**src/rtl/frfcfs_sched.sv**
```systemverilog
module frfcfs_sched #(
  parameter int DEPTH = 8,
  parameter int NBANK = 4,
  parameter int ROW_W = 8,
  parameter int COL_W = 6,
  parameter int WR_HI = 6,
  localparam int BW = (NBANK > 1) ? $clog2(NBANK) : 1,
  localparam int IW = (DEPTH > 1) ? $clog2(DEPTH) : 1,
  localparam int CW = $clog2(DEPTH + 1)
) (
  input  logic             clk,
  input  logic             rst_n,
  input  logic             enq_valid,
  output logic             enq_ready,
  input  logic [BW-1:0]    enq_bank,
  input  logic [ROW_W-1:0] enq_row,
  input  logic [COL_W-1:0] enq_col,
  input  logic             enq_wr,
  input  logic [NBANK-1:0] bank_busy,
  input  logic             frfcfs_en,
  output logic             iss_valid,
  input  logic             iss_ready,
  output logic [BW-1:0]    iss_bank,
  output logic [ROW_W-1:0] iss_row,
  output logic [COL_W-1:0] iss_col,
  output logic             iss_wr,
  output logic             iss_hit
);

  typedef struct packed {
    logic             wr;
    logic [BW-1:0]    bank;
    logic [ROW_W-1:0] row;
    logic [COL_W-1:0] col;
  } ent_t;

  ent_t             q     [DEPTH];
  logic             q_vld [DEPTH];
  logic [NBANK-1:0] open_vld;
  logic [ROW_W-1:0] open_row [NBANK];

  logic [CW-1:0]    cnt, nwr;
  logic             any_rd, drain, f_any, f_hit;
  logic [DEPTH-1:0] hit, elig;
  logic [IW-1:0]    sel_any, sel_hit, sel;

  always_comb begin
    cnt = '0; nwr = '0; any_rd = 1'b0;
    for (int i = 0; i < DEPTH; i++)
      if (q_vld[i]) begin
        cnt = cnt + 1'b1;
        if (q[i].wr) nwr = nwr + 1'b1;
        else any_rd = 1'b1;
      end
    drain = (nwr >= CW'(WR_HI));
    for (int i = 0; i < DEPTH; i++) begin
      hit[i]  = open_vld[q[i].bank] && (open_row[q[i].bank] == q[i].row);
      elig[i] = q_vld[i] && !bank_busy[q[i].bank] &&
                (drain ? q[i].wr : (!q[i].wr || !any_rd));
    end
    f_any = 1'b0; f_hit = 1'b0; sel_any = '0; sel_hit = '0;
    for (int i = DEPTH - 1; i >= 0; i--) begin
      if (elig[i]) begin f_any = 1'b1; sel_any = IW'(i); end
      if (elig[i] && hit[i]) begin f_hit = 1'b1; sel_hit = IW'(i); end
    end
  end

  assign sel       = (frfcfs_en && f_hit) ? sel_hit : sel_any;
  assign iss_valid = f_any;
  assign iss_bank  = q[sel].bank;
  assign iss_row   = q[sel].row;
  assign iss_col   = q[sel].col;
  assign iss_wr    = q[sel].wr;
  assign iss_hit   = hit[sel];
  assign enq_ready = (cnt < CW'(DEPTH));

  wire           pop  = iss_valid && iss_ready;
  wire           push = enq_valid && enq_ready;
  wire [CW-1:0]  wpos = cnt - CW'(pop);
  wire ent_t     new_e = '{wr: enq_wr, bank: enq_bank, row: enq_row, col: enq_col};

  for (genvar g = 0; g < DEPTH; g++) begin : g_ent
    ent_t nxt_e;
    logic nxt_v;
    if (g < DEPTH - 1) begin : g_mid
      assign nxt_e = (pop && IW'(g) >= sel) ? q[g+1]     : q[g];
      assign nxt_v = (pop && IW'(g) >= sel) ? q_vld[g+1] : q_vld[g];
    end else begin : g_end
      assign nxt_e = q[g];
      assign nxt_v = (pop && IW'(g) >= sel) ? 1'b0 : q_vld[g];
    end
    always_ff @(posedge clk) begin
      if (!rst_n) begin
        q_vld[g] <= 1'b0;
        q[g]     <= '0;
      end else if (push && wpos == CW'(g)) begin
        q_vld[g] <= 1'b1;
        q[g]     <= new_e;
      end else begin
        q_vld[g] <= nxt_v;
        q[g]     <= nxt_e;
      end
    end
  end

  always_ff @(posedge clk) begin
    if (!rst_n) begin
      open_vld <= '0;
      for (int b = 0; b < NBANK; b++) open_row[b] <= '0;
    end else if (pop) begin
      open_vld[iss_bank] <= 1'b1;
      open_row[iss_bank] <= iss_row;
    end
  end

endmodule


```
**config.mk**
```make
export PLATFORM = sky130hd
export DESIGN_NAME = frfcfs_sched
export DESIGN_NICKNAME = d
export VERILOG_FILES = /design/src/rtl/frfcfs_sched.sv
export SDC_FILE = /design/constraint.sdc
export NUM_CORES = 1
export LEC_CHECK = 0
export BUFFER_PORTS_ARGS = -buffer_cell sky130_fd_sc_hd__buf_2
export CAP_MARGIN = 20
export CORE_MARGIN = 4
export CORE_UTILIZATION = 35
export CTS_CLUSTER_DIAMETER = 50
export DETAILED_ROUTE_END_ITERATION = 10
export HOLD_SLACK_MARGIN = 0.12
export PLACE_DENSITY = 0.49
export REMOVE_ABC_BUFFERS = 1
export SLEW_MARGIN = 25
export SYNTH_ARGS = -nofsm -noshare
export SYNTH_HDL_FRONTEND = slang
export SYNTH_SLANG_ARGS = --single-unit
```
**constraint.sdc**
```tcl
create_clock -name clk -period 9.13 [get_ports clk]
set_input_delay 0.913 -clock clk [delete_from_list [all_inputs] [get_ports clk]]
set_output_delay 0.913 -clock clk [all_outputs]
set_load 0.05 [all_outputs]
```
==> run_results.csv, run 1 <==
group,metric,value,unit
die,initial_utilization,35.5,%
clocking,cts_tree,"done",
die,die_y,206,µm
clocking,root_buffer,"clkbuf_16",
sta,drv_slew,0,
cells_and_area,diodes,0,
yosys,yosysUniqueCellTypes,89,
sta,final_hold_viol_count,0,
place,port_buffers,45,
clocking,cts_buffer_depth,2,
critical_path,startpoint_type,"flip-flop",
grt,use_met3,2.93,%
yosys,synth_seq_area_share,39.0,%
die,coreArea,38700,µm²
yosys,syn_inst,1250,
sta,period_share,96.3,%
yosys,synth.avg_cell_area,11.0,µm²
clocking,cts_buffers,17,
grt,grt_max_degree,82,
yosys,ys_seq_elements,180,
sta,fmax,114,MHz
yosys,syn_area,13700,µm²
sta,period_minus_slack,8.80,ns
clocking,cts.sinks,180,
job,drv_cap,0,
drt,drc,0,
place,finalWeightedCongestion,0.900,
drt,dr.pass1.iters,8,
clocking,clk_latency,0.45,ns
grt,antenna_found_initial,0,
yosys,synthArstFlopShare,0,%
yosys,yosysWarningCount,0,
grt,grt_busiest_layer,"met2",
critical_path,critPathKind,"reg2out",
sta,worstMarginPinSlew,1.07,ns
critical_path,crit_top_cell,"ha_1",
grt,grt-ovfl-total,0,
drt,antenna_left,0,
drt,finalWirelength,47800,µm
drt,post_drt_wl_per_cell,26.1,µm
critical_path,critPathSlowestCell,"edfxtp_1",
die,placement_rows,72,
grt,grt_pass1_vias,10400,
cells_and_area,final_nets,1345,
critical_path,worstPathRequired,8.22,ns
clocking,clk_pin_slew,0.08,ns
cells_and_area,layout-drive-gt1-share,21.3,%
yosys,ys.flop_type,"edfxtp_1",
clocking,htreeDepth,4,
grt,grt_usage,22.0,%
critical_path,crit_path_max_incr_delay,0.46,ns
sta,skew,0.0134,ns
cells_and_area,design_area,15600,µm²
grt,grt_pass1_wl,69500,µm
yosys,synth_top_area_share,38.5,%
hold_path,hold_path_class,"reg2reg",
drt,vias_per_cell,5.95,
grt,grtUsageMet1,30.4,%
yosys,synth_edf_count,176,
yosys,yosysTopAreaCell,"edfxtp_1",
die,ios,46,
sta,finalSetupViolCount,0,
status,status,"finished, final reports clean",
critical_path,endpoint_kind,"primary output",
critical_path,crit_fanout,14,
place,hpwlAfterDp,32700,µm
sta,slew_headroom,28.0,%
place,placed_area,14700,µm²
grt,grt_util_met2,36.8,%
critical_path,worstPathArrival,7.88,ns
drt,vias,10900,
drt,drt_first_iter_violations,1236,
yosys,synth.area.top_cells,"edfxtp_1, mux4_2, mux2i_1",
die,fp.dieArea,42500,µm²
die,die_x,206,µm
cells_and_area,syn_to_final_growth,13.6,%
==> placed cells by master, fill, tap and decap left out, types with 13 or more instances in the layout <==
cell type / Yosys / final
nor2_1: 176 / 176
edfxtp_1: 176 / 176
mux2i_1: 168 / 168
nand2_1: 85 / 83
mux4_2: 80 / 80
xnor2_1: 70 / 70
buf_4: 2 / 65
a21oi_1: 38 / 38
inv_1: 39 / 38
buf_2: 9 / 37
and2_1: 32 / 32
o22ai_1: 27 / 27
clkbuf_16: 0 / 19
nor3_1: 18 / 18
xor2_1: 18 / 18
ha_1: 16 / 16
and3_1: 13 / 13
nand3_1: 13 / 13
==> layout make-up <==
type / count / area, µm²
timing repair buffer: 114 / 873
fill: 3827 / 23100
clock buffer: 17 / 425
multi-input combinational: 950 / 7990
tap: 518 / 648
inverter: 40 / 153
clock inverter: 15 / 166
sequential: 180 / 5370
==> worst paths after layout <==
check         startpoint          end  slack, ns  cells past startpoint
min reg2reg  open_vld[2]  open_vld[2]       0.56                      2
min          open_vld[2]  open_vld[2]       0.56                      2
max             q[0][16]      iss_hit       0.33                     35
max reg2reg     q[0][16]     q[6][10]       0.78                     37
==> critical path, delay by kind of cell, from the launching register on <==
family,cells,cell delay [ns]
XOR/XNOR,1,0.16
adder cells (fa/ha/maj),5,1.37
AO/OA/AOI/OAI,12,2.37
flip-flops,1,0.46
AND/OR/NAND/NOR,10,1.81
multiplexers,2,0.53
buffers and inverters,5,0.71
==> per-layer routing <==
| layer | part of all wire [%] | wire, µm | vias up |
|---|---|---|---|
| li1 | - | - | 4830 |
| met1 | 42 | 20300 | 5484 |
| met2 | 48 | 23100 | 515 |
| met3 | 6.9 | 3280 | 78 |
| met4 | 2.4 | 1140 | 0 |
| met5 | 0 | 0 | - |
==> flip-flops by register name, summed over array words and instances (netlist names) <==
register / flops
open_vld: 4
open_row: 32
q_vld: 8
q: 136
==> through the flow <==
stage	hold slack [ns]	worst slack, ns	TNS (ns)	util, %	cells
CTS	0.552	0.0801	0	39.6	1818
global placement	0.521	0.738	0	38.0	1785
global route	0.578	-0.0626	-0.141	40.3	1834
floorplan	0.485	-0.150	-2.70	-	1169
finish	0.560	0.334	0	40.3	1834
detailed placement	0.528	0.620	0	38.1	1786
==> logic make-up (layout without fill, tap and decap cells) <==
group | Yosys count | in the layout | synth area share, %
AOI/OAI and AO/OA | 172 | 172 | 9.19
adders and majority gates | 17 | 17 | 1.53
muxes | 258 | 259 | 26.2
xor gates and xnor gates | 93 | 93 | 6.35
and+or+nand+nor | 409 | 409 | 14.1
DFF | 180 | 180 | 39.0
buffers and inverters | 121 | 186 | 3.56
==> synth_stat cells, types with 8 or more instances <==
library cell  count
nor2_2            8
and2_1           32
edfxtp_1        176
nor2b_1          10
inv_1            39
nor4_1            9
o22ai_1          27
nand2_1          85
xor2_1           18
nor3_1           18
mux2i_1         168
buf_2             9
nor2_1          176
a21oi_1          38
o22a_1           11
mux4_2           80
nand3_1          13
buf_1            18
and3_1           13
clkbuf_1         49
nand2b_1          9
nand4_1          11
xnor2_1          70
ha_1             16
o21ai_0          10
o221ai_1         11
==> what timing repair did <==
item / in CTS / in global routing
hold buffers: 0 / 0
setup endpoints to repair: 0 / 105
endpoints found under the hold margin: 0 / 0
gates resized for setup: 0 / 29
setup buffers: 0 / 10
Power of run 1 is not shown: default switching activity piles up to over one toggle a cycle in this logic, so the estimate is an artifact.
==> run 2: changes to the inputs <==
BUFFER_PORTS_ARGS = -buffer_cell sky130_fd_sc_hd__clkbuf_2   (was -buffer_cell sky130_fd_sc_hd__buf_2)
==> run 2 against run 1 <==
Flip-flop and latch count did not move. Critical path depth is the same. Utilization shrank 0.12 points. First-iteration DRC count down 17%. Maximum frequency increased by 1.5%. Count of clock-buffer cells in the layout did not move. Global-route usage grew 0.23 points. Via count down 1.5%. Die area did not move. Critical endpoint is now iss_col[1]. Largest cell class unchanged.
==> run_results.csv, run 2 (same netlist as run 1, synthesis figures left out) <==
group,metric,value,unit
cells_and_area,n_fill_cell,3774,
place,hpwlAfterDp,33200,µm
critical_path,r2r_setup_slack,0.72,ns
critical_path,crit_fanout,14,
drt,post_drt_wl_per_cell,25.8,µm
cells_and_area,mostFrequentLayoutCells,"edfxtp_1, nor2_1, mux2i_1, nand2_1, mux4_2",
cells_and_area,seq_area,5370,µm²
cells_and_area,largest_reg_flops,136,
clocking,htreeDepth,4,
critical_path,critPathKind,"reg2out",
sta,period_minus_slack,8.67,ns
drt,vias_per_cell,5.89,
critical_path,reg2reg_depth,38,
drt,dr.pass1.iters,5,
drt,drt_first_iter_violations,1021,
sta,period_share,94.9,%
critical_path,startpoint_type,"flip-flop",
die,die_y,206,µm
grt,grt_pass1_vias,10400,
sta,worst_slack,0.462,ns
hold_path,holdPathStages,2,
sta,worstMarginPinSlew,1.01,ns
critical_path,endpoint_kind,"primary output",
place,place_ws,0.401,ns
cells_and_area,layout_commonest_cell,"edfxtp_1",
job,drv_cap,0,
die,coreArea,38700,µm²
critical_path,crit_path_max_incr_delay,0.54,ns
clocking,cts_buffers,17,
sta,skew,0.0138,ns
grt,grt-ovfl-total,0,
critical_path,worstPathRequired,8.22,ns
cells_and_area,reg_top3,"q (136), open_row (32), q_vld (8)",
sta,slew_headroom,32.8,%
cells_and_area,top_register,"q",
clocking,cts_buffer_depth,2,
sta,fmax,115,MHz
clocking,clk_pin_slew,0.08,ns
sta,finalSetupViolCount,0,
die,placement_rows,72,
grt,grt_usage,22.2,%
critical_path,critPathSlowestCell,"or4_1",
drt,finalWirelength,47200,µm
clocking,cts_tree,"done",
critical_path,crit_top_cell,"ha_1",
die,initial_utilization,35.5,%
cells_and_area,syn_to_final_growth,13.3,%
drt,vias,10700,
clocking,cts_hold_buf,0,
status,status,"finished, final reports clean",
die,fp.dieArea,42500,µm²
cells_and_area,final_nets,1336,
critical_path,worstPathArrival,7.76,ns
place,finalWeightedCongestion,0.906,
grt,antenna_found_initial,1,
die,die_x,206,µm
cells_and_area,design_area,15600,µm²
clocking,cts.sinks,180,
clocking,clk_latency,0.45,ns
drt,antenna_left,0,
drt,drc,0,
clocking,root_buffer,"clkbuf_16",
sta,final_hold_viol_count,0,
grt,grt_max_degree,70,
die,ios,46,
cells_and_area,layout-drive-gt1-share,20.8,%
place,placed_area,14800,µm²
place,port_buffers,45,
hold_path,hold_path_class,"reg2reg",
sta,drv_slew,0,
cells_and_area,multi_input_area,7960,µm²
grt,grt_pass1_wl,70400,µm
-- run 2: cell count changes in the layout (fill, tap and decap cells not counted), sizes merged --
cell	previous run	this run
buf	110	64
bufinv	2	3
inv	47	44
mux2	11	10
clkinv	4	6
diode	0	1
clkbuf	21	59
-- run 2: worst paths after layout --
path	from	to
setup / recovery	q[0][16]	iss_col[1]
hold / removal	open_vld[2]	open_vld[2]
setup reg to reg	q[0][16]	q[5][10]
hold reg to reg	open_vld[2]	open_vld[2]
-- run 2: area by class of cell --
cell class,instances,area share (%)
clock buffer,17,2.73
clock inverter,15,1.29
sequential,180,34.5
multi-input combinational,949,51.1
timing repair buffer,106,5.25
inverter,40,0.980
tap,518,4.16
antenna,1,0.0161
-- run 2: per-layer routing --
metal	share of wire, %	GRT usage, %
met5	0	0
met1	44	31.1
met3	4.9	2.65
met4	2.2	5.77
met2	49	36.9
-- run 2: repair_timing --
item	4_1_cts	5_1_grt
endpoints found under the setup margin	4	93
setup buffers	3	6
gates resized for setup	1	14
pin swaps	0	2
cloned	0	1
-- run 2: metrics by stage --
step	setup TNS (ns)	hold slack [ns]	util, %	std cells
after global routing	-0.0122	0.623	40.2	1826
after detailed placement	0	0.574	38.1	1781
after CTS	0	0.594	39.8	1816
final	0	0.593	40.2	1826
after floorplan	-2.70	0.485	-	1169
after global placement	0	0.564	38.1	1781
-- run 2: worst max-delay path: cells and delay by family (launching register included) --
| family | cells | cell delay, ns |
|---|---|---|
| simple gates | 10 | 1.96 |
| buf+inv | 5 | 0.73 |
| fa+ha+maj | 5 | 1.36 |
| xor+xnor | 1 | 0.16 |
| mux | 2 | 0.56 |
| compound gates | 12 | 2.10 |
| flops | 1 | 0.43 |
Power of run 2 is left out for the same reason.
==> run 3: changes to the inputs <==
BUFFER_PORTS_ARGS = -buffer_cell sky130_fd_sc_hd__buf_2   (was -buffer_cell sky130_fd_sc_hd__clkbuf_2)
CORE_UTILIZATION = 55   (was 35)
PLACE_DENSITY = 0.72   (was 0.49)
RECOVER_POWER = 25   (was not set)
==> run 3 against run 2 <==
Count of clock-buffer cells in the layout grew 1. Via count grew 5.7%. Worst hold slack gained 0.0055 ns.
==> run_results.csv, run 3 (same netlist as run 1, synthesis figures left out) <==
group,metric,value,unit
hold_path,min-delay-start,"q[1][3]",
sta,drv_slew,0,
die,die_x,166,µm
sta,slew_headroom,27.4,%
die,placement_rows,57,
critical_path,startpoint_type,"flip-flop",
clocking,clk_pin_slew,0.08,ns
hold_path,hold_path_class,"reg2reg",
drt,dr.pass1.iters,6,
die,coreArea,24500,µm²
critical_path,path_delay_family,"compound AO/OA/AOI/OAI gates",
sta,worstMarginPinSlew,1.07,ns
critical_path,reg2reg_depth,37,
critical_path,critPathSlowestCell,"edfxtp_1",
cells_and_area,final_nets,1341,
drt,vias_per_cell,6.95,
cells_and_area,mostFrequentLayoutCells,"edfxtp_1, nor2_1, mux2i_1, nand2_1, mux4_2",
drt,finalWirelength,42700,µm
cells_and_area,reg_top3,"q (136), open_row (32), q_vld (8)",
grt,grt_pass1_wl,64000,µm
job,drv_cap,0,
critical_path,crit_top_cell,"ha_1",
sta,tns,0,ns
sta,period_share,95.4,%
cells_and_area,layout_commonest_cell,"edfxtp_1",
clocking,cts_tree,"done",
status,status,"finished, final reports clean",
critical_path,r2r_start,"q_vld[0][0]",
critical_path,cp.depth,34,
critical_path,timing.critical_path.from,"q_vld[0][0]",
sta,skew,0.0134,ns
cells_and_area,diodes,0,
grt,grt-ovfl-total,0,
critical_path,crit_path_max_incr_delay,0.45,ns
critical_path,crit_fanout,12,
grt,grt_max_degree,72,
die,ios,46,
grt,grt_pass1_vias,10700,
sta,worst_slack,0.420,ns
sta,period_minus_slack,8.71,ns
sta,finalSetupViolCount,0,
cells_and_area,n_fill_cell,1959,
die,initial_utilization,56.2,%
clocking,htreeDepth,4,
die,fp.dieArea,27600,µm²
cells_and_area,largest_reg_flops,136,
cells_and_area,syn_to_final_growth,10.9,%
critical_path,worstPathArrival,7.80,ns
clocking,cts.sinks,180,
hold_path,holdPathStages,2,
drt,antenna_left,0,
cells_and_area,layout-drive-gt1-share,20.7,%
place,port_buffers,45,
grt,grt_usage,30.0,%
critical_path,cp.buffers_inverters,5,
place,finalWeightedCongestion,1.01,
cells_and_area,post-route-util,62.3,%
critical_path,worstPathRequired,8.22,ns
critical_path,critPathKind,"reg2out",
cells_and_area,top_register,"q",
sta,fmax,115,MHz
clocking,cts_buffers,17,
clocking,root_buffer,"clkbuf_16",
die,die_y,166,µm
drt,drt_first_iter_violations,1841,
place,hpwlAfterDp,30200,µm
clocking,clk_latency,0.44,ns
drt,drc,0,
critical_path,endpoint_kind,"primary output",
sta,final_hold_viol_count,0,
drt,vias,11400,
grt,antenna_found_initial,0,
clocking,cts_buffer_depth,2,
drt,post_drt_wl_per_cell,26.1,µm
place,place_ws,0.399,ns
[run 3: changes by cell type in the layout (fill, tap and decap cells not counted), sizes merged, moves of 2 or more]
cell    delta
buf       +45
inv        +2
clkinv     -3
clkbuf    -40
[run 3: final cells by class]
type                            instances  area (µm²)  area share [%]
Sequential cell                       180        5370            35.2
Timing Repair Buffer                  110         778            5.11
Tap cell                              324         405            2.66
Multi-Input combinational cell        950        7940            52.1
Clock buffer                           18         429            2.82
Clock inverter                         13         165            1.08
Inverter                               40         153            1.00
[run 3: worst reg2reg max path: cells and delay by family (launching register included)]
kind	cells	cell delay (ns)
buffers and inverters	5	0.70
adders and majority gates	6	1.63
AOI/OAI and AO/OA	10	1.80
and+or+nand+nor	15	3.47
DFF	1	0.45
xor gates and xnor gates	1	0.16
[run 3: stage by stage]
| step | cells | hold WS, ns | cell area, µm² |
|---|---|---|---|
| 2_1_floorplan | 1169 | 0.485 | 13400 |
| 3_3_place_gp | 1591 | 0.568 | 14500 |
| 3_5_place_dp | 1591 | 0.581 | 14500 |
| 4_1_cts | 1622 | 0.598 | 15100 |
| 5_1_grt | 1635 | 0.635 | 15200 |
| 6_report | 1635 | 0.599 | 15200 |
[run 3: path summary, 6_finish.rpt]
kind | to | slack (ns)
max | iss_bank[0] | 0.42
min | q[0][3] | 0.60
max reg2reg | q[1][14] | 0.60
min reg2reg | q[0][3] | 0.60
[run 3: repair_timing]
item,4_1_cts,5_1_grt
resized for setup,1,13
gates cloned,0,1
hold buffers,0,0
setup buffers,0,12
pin swaps,0,2
setup endpoints to repair,3,88
[run 3: routing by layer]
layer,GRT usage (%),vias up,routed length (µm)
met1,39.4,5553,15900
met3,7.14,159,4740
met2,48.9,821,20300
met5,0,-,0
li1,-,4826,-
met4,11.1,0,1790
Power of run 3 is left out for the same reason.
